[config.mk]
export PLATFORM = sky130hd
export DESIGN_NAME = buck_gate_seq
export DESIGN_NICKNAME = d
export VERILOG_FILES = /design/src/rtl/bgs_pkg.sv /design/src/rtl/bgs_cycle_timer.sv /design/src/rtl/bgs_pwm_latch.sv /design/src/rtl/bgs_start_gate.sv /design/src/rtl/bgs_dead_time.sv /design/src/rtl/buck_gate_seq.sv
export SDC_FILE = /design/constraint.sdc
export NUM_CORES = 1
export LEC_CHECK = 0
export ABC_AREA = 1
export ABC_CLOCK_PERIOD_IN_PS = 1280
export BUFFER_PORTS_ARGS = -buffer_cell sky130_fd_sc_hd__buf_4
export CORE_MARGIN = 2
export CORE_UTILIZATION = 51
export DETAILED_ROUTE_END_ITERATION = 7
export GPL_TIMING_DRIVEN = 0
export HOLD_SLACK_MARGIN = 0.08
export PLACE_DENSITY_LB_ADDON = 0.25
export RECOVER_POWER = 100
export SLEW_MARGIN = 10
export SYNTH_ARGS = -nofsm -noshare
export SYNTH_HDL_FRONTEND = slang
export SYNTH_HIERARCHICAL = 1
export SYNTH_SLANG_ARGS = --single-unit
[constraint.sdc]
create_clock -name clk -period 1.28 [get_ports clk]
set_input_delay 0.128 -clock clk [delete_from_list [all_inputs] [get_ports clk]]
set_output_delay 0.128 -clock clk [all_outputs]
set_load 0.05 [all_outputs]
[src/rtl/bgs_pkg.sv]
package bgs_pkg;
  // One bit per switch of the half bridge.
  typedef struct packed {
    logic hi;
    logic lo;
  } gate_pair_t;
endpackage

[src/rtl/bgs_cycle_timer.sv]
module bgs_cycle_timer #(
  parameter int CYC_DIV = 64
) (
  input  logic clk,
  input  logic rst_n,
  output logic cyc_start,
  output logic mid_pt
);
  localparam int CW   = (CYC_DIV > 2) ? $clog2(CYC_DIV) : 1;
  localparam int HALF = CYC_DIV / 2;
  localparam logic [CW-1:0] LAST = CW'(CYC_DIV - 1);
  localparam logic [CW-1:0] MIDV = CW'(HALF);

  logic [CW-1:0] phase_q;

  always_ff @(posedge clk or negedge rst_n) begin
    if (!rst_n)               phase_q <= '0;
    else if (phase_q == LAST) phase_q <= '0;
    else                      phase_q <= phase_q + 1'b1;
  end

  assign cyc_start = (phase_q == '0);
  assign mid_pt    = (phase_q == MIDV);

  // The strobe lasts a single clock.
  assert_tick_single_R1: assert property (@(posedge clk) disable iff (!rst_n)
    cyc_start |=> !cyc_start);
  // The midpoint never coincides with the cycle start.
  assert_mid_apart_R3: assert property (@(posedge clk) disable iff (!rst_n)
    !(cyc_start && mid_pt));
endmodule

[src/rtl/bgs_pwm_latch.sv]
module bgs_pwm_latch #(
  parameter int MAX_ON = 20
) (
  input  logic clk,
  input  logic rst_n,
  input  logic cyc_start,
  input  logic mid_pt,
  input  logic pwm_trip,
  input  logic idle,
  output logic hs_req
);
  localparam int OW = $clog2(MAX_ON + 1);
  localparam logic [OW-1:0] CAP = OW'(MAX_ON);

  logic [OW-1:0] full_cycles;
  logic          at_cap;

  assign at_cap = (full_cycles == CAP);

  // Trailing-edge request: set at cycle start, cut by the comparator or the cap.
  always_ff @(posedge clk or negedge rst_n) begin
    if (!rst_n)                hs_req <= 1'b0;
    else if (idle)             hs_req <= 1'b0;
    else if (pwm_trip)         hs_req <= 1'b0;
    else if (cyc_start)        hs_req <= 1'b1;
    else if (mid_pt && at_cap) hs_req <= 1'b0;
  end

  // Counts cycles the request survived to their end; any short cycle clears it.
  always_ff @(posedge clk or negedge rst_n) begin
    if (!rst_n)      full_cycles <= '0;
    else if (idle)   full_cycles <= '0;
    else if (cyc_start) begin
      if (!hs_req)      full_cycles <= '0;
      else if (!at_cap) full_cycles <= full_cycles + 1'b1;
    end
  end

  assert_trip_clears_R2: assert property (@(posedge clk) disable iff (!rst_n)
    pwm_trip |=> !hs_req);
  // A fall not caused by the comparator or idle lands only on the midpoint.
  assert_forced_mid_R3: assert property (@(posedge clk) disable iff (!rst_n)
    ($fell(hs_req) && !$past(pwm_trip) && !$past(idle)) |-> $past(mid_pt));
  assert_count_clear_R8: assert property (@(posedge clk) disable iff (!rst_n)
    (cyc_start && !hs_req) |=> (full_cycles == '0));
  assert_idle_drop_R6: assert property (@(posedge clk) disable iff (!rst_n)
    idle |=> !hs_req);
endmodule

[src/rtl/bgs_start_gate.sv]
module bgs_start_gate (
  input  logic clk,
  input  logic rst_n,
  input  logic idle,
  input  logic hs_tried,
  input  logic ss_done,
  output logic lo_allowed
);
  always_ff @(posedge clk or negedge rst_n) begin
    if (!rst_n)                   lo_allowed <= 1'b0;
    else if (idle)                lo_allowed <= 1'b0;
    else if (hs_tried || ss_done) lo_allowed <= 1'b1;
  end

  assert_rearm_R9: assert property (@(posedge clk) disable iff (!rst_n)
    idle |=> !lo_allowed);
  assert_release_R4: assert property (@(posedge clk) disable iff (!rst_n)
    $rose(lo_allowed) |-> ($past(hs_tried) || $past(ss_done)));
endmodule

[src/rtl/bgs_dead_time.sv]
module bgs_dead_time
  import bgs_pkg::*;
#(
  parameter int DEAD = 4
) (
  input  logic       clk,
  input  logic       rst_n,
  input  gate_pair_t want,
  input  gate_pair_t fb,
  output gate_pair_t en
);
  localparam int DW = $clog2(DEAD + 1);
  localparam logic [DW-1:0] GAP = DW'(DEAD);

  logic [DW-1:0] quiet_cnt;
  logic          quiet_ok;

  assign quiet_ok = (quiet_cnt == GAP);

  // Counts clocks with both gates off; restarts whenever either is on.
  always_ff @(posedge clk or negedge rst_n) begin
    if (!rst_n)                quiet_cnt <= '0;
    else if (en.hi || en.lo)   quiet_cnt <= '0;
    else if (!quiet_ok)        quiet_cnt <= quiet_cnt + 1'b1;
  end

  // Turn-off is immediate; turn-on waits for the gap and the sensed opposite gate.
  always_ff @(posedge clk or negedge rst_n) begin
    if (!rst_n) begin
      en <= '0;
    end else begin
      en.hi <= want.hi && (en.hi || (quiet_ok && !en.lo && !fb.lo));
      en.lo <= want.lo && (en.lo || (quiet_ok && !en.hi && !fb.hi));
    end
  end

  assert_no_overlap_R5: assert property (@(posedge clk) disable iff (!rst_n)
    !(en.hi && en.lo));
  assert_gap_lo_R7: assert property (@(posedge clk) disable iff (!rst_n)
    $rose(en.lo) |-> (!$past(en.hi) && !$past(fb.hi)));
  assert_gap_hi_R7: assert property (@(posedge clk) disable iff (!rst_n)
    $rose(en.hi) |-> (!$past(en.lo) && !$past(fb.lo)));
endmodule

[src/rtl/buck_gate_seq.sv]
module buck_gate_seq
  import bgs_pkg::*;
#(
  parameter int CYC_DIV = 64,
  parameter int DEAD    = 4,
  parameter int MAX_ON  = 20
) (
  input  logic clk,
  input  logic rst_n,
  input  logic pwm_trip,
  input  logic ss_done,
  input  logic idle,
  input  logic gh_fb,
  input  logic gl_fb,
  output logic gh_en,
  output logic gl_en,
  output logic cycle_tick
);
  logic       cyc_start;
  logic       mid_pt;
  logic       hs_req;
  logic       lo_allowed;
  gate_pair_t want;
  gate_pair_t sensed;
  gate_pair_t drive;

  bgs_cycle_timer #(.CYC_DIV(CYC_DIV)) u_timer (
    .clk       (clk),
    .rst_n     (rst_n),
    .cyc_start (cyc_start),
    .mid_pt    (mid_pt)
  );

  bgs_pwm_latch #(.MAX_ON(MAX_ON)) u_latch (
    .clk       (clk),
    .rst_n     (rst_n),
    .cyc_start (cyc_start),
    .mid_pt    (mid_pt),
    .pwm_trip  (pwm_trip),
    .idle      (idle),
    .hs_req    (hs_req)
  );

  bgs_start_gate u_gate (
    .clk        (clk),
    .rst_n      (rst_n),
    .idle       (idle),
    .hs_tried   (drive.hi),
    .ss_done    (ss_done),
    .lo_allowed (lo_allowed)
  );

  always_comb begin
    want.hi = hs_req && !idle;
    want.lo = !hs_req && lo_allowed && !idle;
    sensed.hi = gh_fb;
    sensed.lo = gl_fb;
  end

  bgs_dead_time #(.DEAD(DEAD)) u_dead (
    .clk   (clk),
    .rst_n (rst_n),
    .want  (want),
    .fb    (sensed),
    .en    (drive)
  );

  assign gh_en      = drive.hi;
  assign gl_en      = drive.lo;
  assign cycle_tick = cyc_start;

  assert_idle_off_R6: assert property (@(posedge clk) disable iff (!rst_n)
    idle |=> (!gh_en && !gl_en));
  assert_lo_gated_R4: assert property (@(posedge clk) disable iff (!rst_n)
    $rose(gl_en) |-> $past(lo_allowed));
  assert_want_excl_R5: assert property (@(posedge clk) disable iff (!rst_n)
    !(want.hi && want.lo));
endmodule

* After elaboration in Yosys (flattened, before gate mapping)
Cells that the tools add are included. Widths: inputs -> output; s select.
Operators by class: add/sub/neg operators 3, $mul 0, div/mod/pow operators 0, magnitude comparators 0, equal/unequal tests 6, shift operators 0, muxes and demuxes 13, bitwise operators 0, reduce and logical (&&, ||, !) cells 25
Operators with widths (count):
- $mux 5 | 4
- $eq 6x6->1 const B | 2
- $logic_and 1x1->1 | 10
- $add 6x1->6 const B | 1
- $logic_not 1->1 | 6
- $logic_not 6->1 | 1
- $mux 1 | 6
- $mux 3 | 2
- $mux 6 | 1
- $add 5x1->5 const B | 1
- $eq 5x5->1 const B | 1
- $logic_or 1x1->1 | 4
- $reduce_bool 2->1 | 2
- $reduce_bool 4->1 | 1
- $add 3x1->3 const B | 1
- $eq 3x3->1 const B | 1
- $ne 3x3->1 const B | 1
- $ne 2x2->1 const B | 1
- $reduce_and 2->1 | 1
Word-level totals: register bits after elaboration 18, bits in latches 0, memory bits (writable) 0, memory bits (read-only) 0, input bits 7, logic and storage cells 54, memories kept 0

* Depth between registers and ports, before layout
depth after elaboration 6, depth in mapped cells 8, mapped depth without buffers 8

* By module
Netlist, hierarchy kept.
Modules (own cells, without submodules):
- bgs_pwm_latch | instances 1, cells an instance 48, area each 396.6 µm², sequential area each 150.1 µm²
- bgs_cycle_timer | instances 1, cells an instance 30, area each 289.0 µm², sequential area each 150.1 µm²
- bgs_dead_time | instances 1, cells an instance 31, area each 276.5 µm², sequential area each 125.1 µm²
- bgs_start_gate | instances 1, cells an instance 4, area each 37.5 µm², sequential area each 25.0 µm²
- buck_gate_seq | instances 1, cells an instance 4, area each 20.0 µm², sequential area each 0.0 µm²

* Worst setup path after synthesis
No wires, ideal clock.
path type flip-flop to flip-flop, start reg u_timer.phase_q[0], end reg u_latch.full_cycles[2], library setup time 0.118 ns, arrival 2.325 ns, setup slack -1.163 ns, stages on the path, launching flop included 9, buffers on the path 0, period minus slack after synthesis 2.443 ns, path through dfrtp_1 inv_1 ha_1 nand2_1 nor3_1 or2_4 nand2_4 nand2_1 o21ai_2
On the way: cells in the longest elaborated chain, start to end 3
Ends and longest elaborated chain:
- start, declared | RTL line bgs_cycle_timer.sv:14 | logic [CW-1:0] phase_q;
- start signal, assigned | RTL line bgs_cycle_timer.sv:19 | else phase_q <= phase_q + 1'b1;
- $logic_not 6->1 | RTL line bgs_cycle_timer.sv:22 | assign cyc_start = (phase_q == '0);
- named net cycle_tick | RTL line buck_gate_seq.sv:17 | output logic cycle_tick
- $reduce_bool 2->1 (no source line)
- $reduce_and 2->1 (no source line)
- end signal, assigned | RTL line bgs_pwm_latch.sv:35 | else if (!at_cap) full_cycles <= full_cycles + 1'b1;
- end, declared | RTL line bgs_pwm_latch.sv:15 | logic [OW-1:0] full_cycles;
The timed path passes the listed nets, and every way through them passes these cells. A chain may end at the register's enable or synchronous reset.

* Worst setup path after layout
start reg u_timer.phase_q[2], end reg u_latch.hs_req
On the way: elaborated cells between the ends (all ways) 7, those cells by class 1 x eq/ne; 3 x mux; 3 x reduce/logical
RTL lines:
- $eq 6x6->1 | RTL line bgs_cycle_timer.sv:23 | assign mid_pt = (phase_q == MIDV);
- named net mid_pt | RTL line buck_gate_seq.sv:20 | logic mid_pt;
- $logic_and 1x1->1 | RTL line bgs_pwm_latch.sv:26 | else if (mid_pt && at_cap) hs_req <= 1'b0;
- $reduce_bool 4->1 (no source line)
- end signal, assigned | RTL line bgs_pwm_latch.sv:24 | else if (pwm_trip) hs_req <= 1'b0;
- end signal, assigned | RTL line bgs_pwm_latch.sv:25 | else if (cyc_start) hs_req <= 1'b1;
- end signal, assigned | RTL line bgs_pwm_latch.sv:26
- end, declared | RTL line bgs_pwm_latch.sv:10 | output logic hs_req
The timed path passes the listed nets, and every way through them passes these cells.

==> results.sh <==
export IMPL_outcome="complete, but fails checks"
export IMPL_violations="setup timing"
export IMPL_syn_nets=130
export IMPL_path_class="reg -> reg"
export IMPL_synth_compound_area_share_pct=8.47
export IMPL_cts_sinks=18
export IMPL_grt_setup_unrepaired="true"
export IMPL_met2_length_mm=1.03
export IMPL_cap_violations=0
export IMPL_critical_path_required_ns=1.46
export IMPL_via_per_inst=4.88
export IMPL_die_w_um=48.7
export IMPL_wl_met3_um=48
export IMPL_setup_tns_final_ns=-0.965
export IMPL_slew_violations=0
export IMPL_synth_top_family_by_area="simple AND/OR/NAND/NOR gates"
export IMPL_core_area_sq_um=1920
export IMPL_cp_arrival_ns=1.65
export IMPL_placementRows=16
export IMPL_fp_dieH_um=48.7
export IMPL_wirelength_mm=1.93
export IMPL_cts_tree="done"
export IMPL_layout_nets=158
export IMPL_relSlewSlack_pct=69.9
export IMPL_dp_hpwl_mm=1.25
export IMPL_cts_buffers_inserted=3
export IMPL_p_leak_nw=0.643
export IMPL_highest_layer="met3"
export IMPL_hold_violations=0
export IMPL_synth_edf_count=0
export IMPL_synth_xor_area_share_pct=3.44
export IMPL_dpl_cell_count=153
export IMPL_dieArea_sq_um=2370
export IMPL_drt_iter0_drc=22
export IMPL_yosys_area_share_simple_pct=30.7
export IMPL_vias=834
export IMPL_grt_ovfl_total=0
export IMPL_start_kind="flop"
export IMPL_drc_errors=0
export IMPL_ff2ff_setup_slack_ns=-0.19
export IMPL_worstSkewPairLatency_ns=0.29
export IMPL_holdCritPathClass="in -> reg"
export IMPL_syn_inst=117
export IMPL_met1Wirelength_um=860
export IMPL_track_usage_pct=17.6
export IMPL_grt_max_degree=19
export IMPL_synth_seq_cells=18
export IMPL_endpoint_kind="flop"
export IMPL_htree_num_levels=1
export IMPL_period_minus_slack_ns=1.47
export IMPL_final_core_util_pct=70.1
export IMPL_antenna_found_initial=0
export IMPL_synthMuxAreaShare_pct=0
export IMPL_synth_seq_area_share_pct=44.2
export IMPL_fin_crit_sh_pct=115
export IMPL_initial_core_util_pct=53.1
export IMPL_diodes=0
export IMPL_max_freq_ghz=0.682
export IMPL_synthAdderAreaFrac_pct=7.36
export IMPL_yosys_cell_types_count=24
export IMPL_place_ws_ns=-0.129
export IMPL_ys_flop_type="dfrtp_1"
export IMPL_tightest_slew_ns=0.451
export IMPL_ir_worst_vdd_v=0.000758
export IMPL_fin_cells=171
export IMPL_syn_cell_area_sq_um=1020
export IMPL_crit_path_max_fanout=4
export IMPL_finalSetupViolations=7
export IMPL_root_buffer="clkbuf_4"
export IMPL_cts_buffer_depth=2
export IMPL_post_drt_wl_per_cell_um=11.3
export IMPL_drtAntennaViolNets=0
export IMPL_fin_skew_ns=0.00504
export IMPL_power_density_nw_per_um2=1000
export IMPL_ios=10
export IMPL_finalWorstSetupSlack_ns=-0.187
export IMPL_syn_avg_cell_area_sq_um=8.72
export IMPL_gp_congestion=0.793
export IMPL_clkTransAtPathRegs_ns=0.11
export IMPL_firstDrtPassIters=4
export IMPL_grt_pass1_wl_mm=3.31
export IMPL_hold_slack_ns=0.0872
export IMPL_synthArstFlopShare_pct=100
export IMPL_portBuffers=9
export IMPL_final_layout_size_suffix_gt1_share_pct=41.0
export IMPL_ys_warnings_count=6
export IMPL_grt_pass1_vias=829
export IMPL_synthToLayoutAreaGrowth_pct=32.1
export IMPL_fill_cells=154
-- flip-flops by register name, indices dropped and copies added, names as in the netlist --
signal and cells:
u_timer/phase_q 6, u_latch/full_cycles 5, u_dead/quiet_cnt 3, u_dead/en 2, u_gate/lo_allowed 1, u_latch/hs_req 1
-- worst max-delay path: stages (launching register included) --
cell and delay, ns:
dfrtp_2 0.45, nor2_2 0.15, nand2_4 0.07, buf_4 0.12, nor3b_1 0.18, nand3_1 0.12, a21oi_1 0.19, nor2_1 0.06
-- area by class of cell --
cell class	instances	area [sq um]	area share (%)
repair buffers	23	188	13.9
well taps	27	33.8	2.51
inverters	16	60.1	4.46
clock buffers	4	36.3	2.69
multi-input cells	83	577	42.8
flip-flops and latches	18	453	33.6
-- power by group --
part	internal (mW)	switching, mW
Sequential	0.624	0.0363
Combinational	0.139	0.199
Clock	0.173	0.176
-- cells by family after synthesis --
group,count (synthesis)
and+or+nand+nor,61
DFF,18
buffers and inverters,16
AOI/OAI and AO/OA,12
adders and majority gates,6
xor gates and xnor gates,4
-- path summary, 6_finish.rpt --
| kind | start | endpoint | cells past startpoint |
|---|---|---|---|
| setup / recovery | u_timer/phase_q[2]$_DFF_PN0_ | u_latch/hs_req$_DFFE_PN0P_ | 7 |
| hold / removal | gh_fb | u_dead/en[0]$_DFF_PN0_ | 4 |
| setup reg to reg | u_timer/phase_q[2]$_DFF_PN0_ | u_latch/hs_req$_DFFE_PN0P_ | 7 |
| hold reg to reg | u_latch/full_cycles[4]$_DFFE_PN0P_ | u_latch/full_cycles[4]$_DFFE_PN0P_ | 2 |
| max in group asynchronous | rst_n | u_timer/phase_q[2]$_DFF_PN0_ | 2 |
| min in group asynchronous | rst_n | u_timer/phase_q[0]$_DFF_PN0_ | 2 |
-- Yosys cell counts, types with 2 or more instances --
cell type / number / area, sq um
dfrtp_1: 18 / 450
nor2_2: 2 / 12.5
xor2_1: 3 / 26.3
inv_2: 3 / 11.3
nor2_4: 2 / 22.5
ha_1: 6 / 75.1
nand2_1: 21 / 78.8
nor2_1: 15 / 56.3
inv_1: 13 / 48.8
a21oi_1: 4 / 20.0
a21oi_2: 2 / 17.5
nand2_2: 3 / 18.8
nand4_1: 2 / 12.5
nand3_1: 9 / 45.0
o21ai_2: 5 / 43.8
-- layout by cell type (no fill, tap or decap), drive strengths merged --
master / synthesis / layout
a21oi: 6 / 6
buf: 0 / 18
clkbuf: 0 / 5
dfrtp: 18 / 18
dlygate4sd3: 0 / 4
ha: 6 / 6
inv: 16 / 16
nand2: 25 / 25
nand3: 11 / 11
nand4: 2 / 2
nor2: 19 / 19
nor3: 1 / 1
nor3b: 1 / 1
o21ai: 6 / 6
or2: 2 / 2
xnor2: 1 / 1
xor2: 3 / 3
-- repair_timing --
item,4_1_cts,5_1_grt
setup buffers,4,6
hold buffers,4,0
endpoints found under the setup margin,7,7
pin swaps,5,4
endpoints found under the hold margin,21,0
resized for setup,7,11
-- through the flow --
stage | power [mW] | instance area [sq um]
2_1_floorplan | 0.920 | 1030
3_3_place_gp | 0.977 | 1130
3_5_place_dp | 0.999 | 1130
4_1_cts | 1.35 | 1260
5_1_grt | 1.46 | 1350
6_report | 1.35 | 1350
-- routing by layer --
layer	vias to the layer above	global-route usage, %
met5	-	0
met4	0	4.29
met3	0	2.78
met2	15	32.6
met1	394	21.0
li1	425	-
Power figures use the tool's default switching activity.
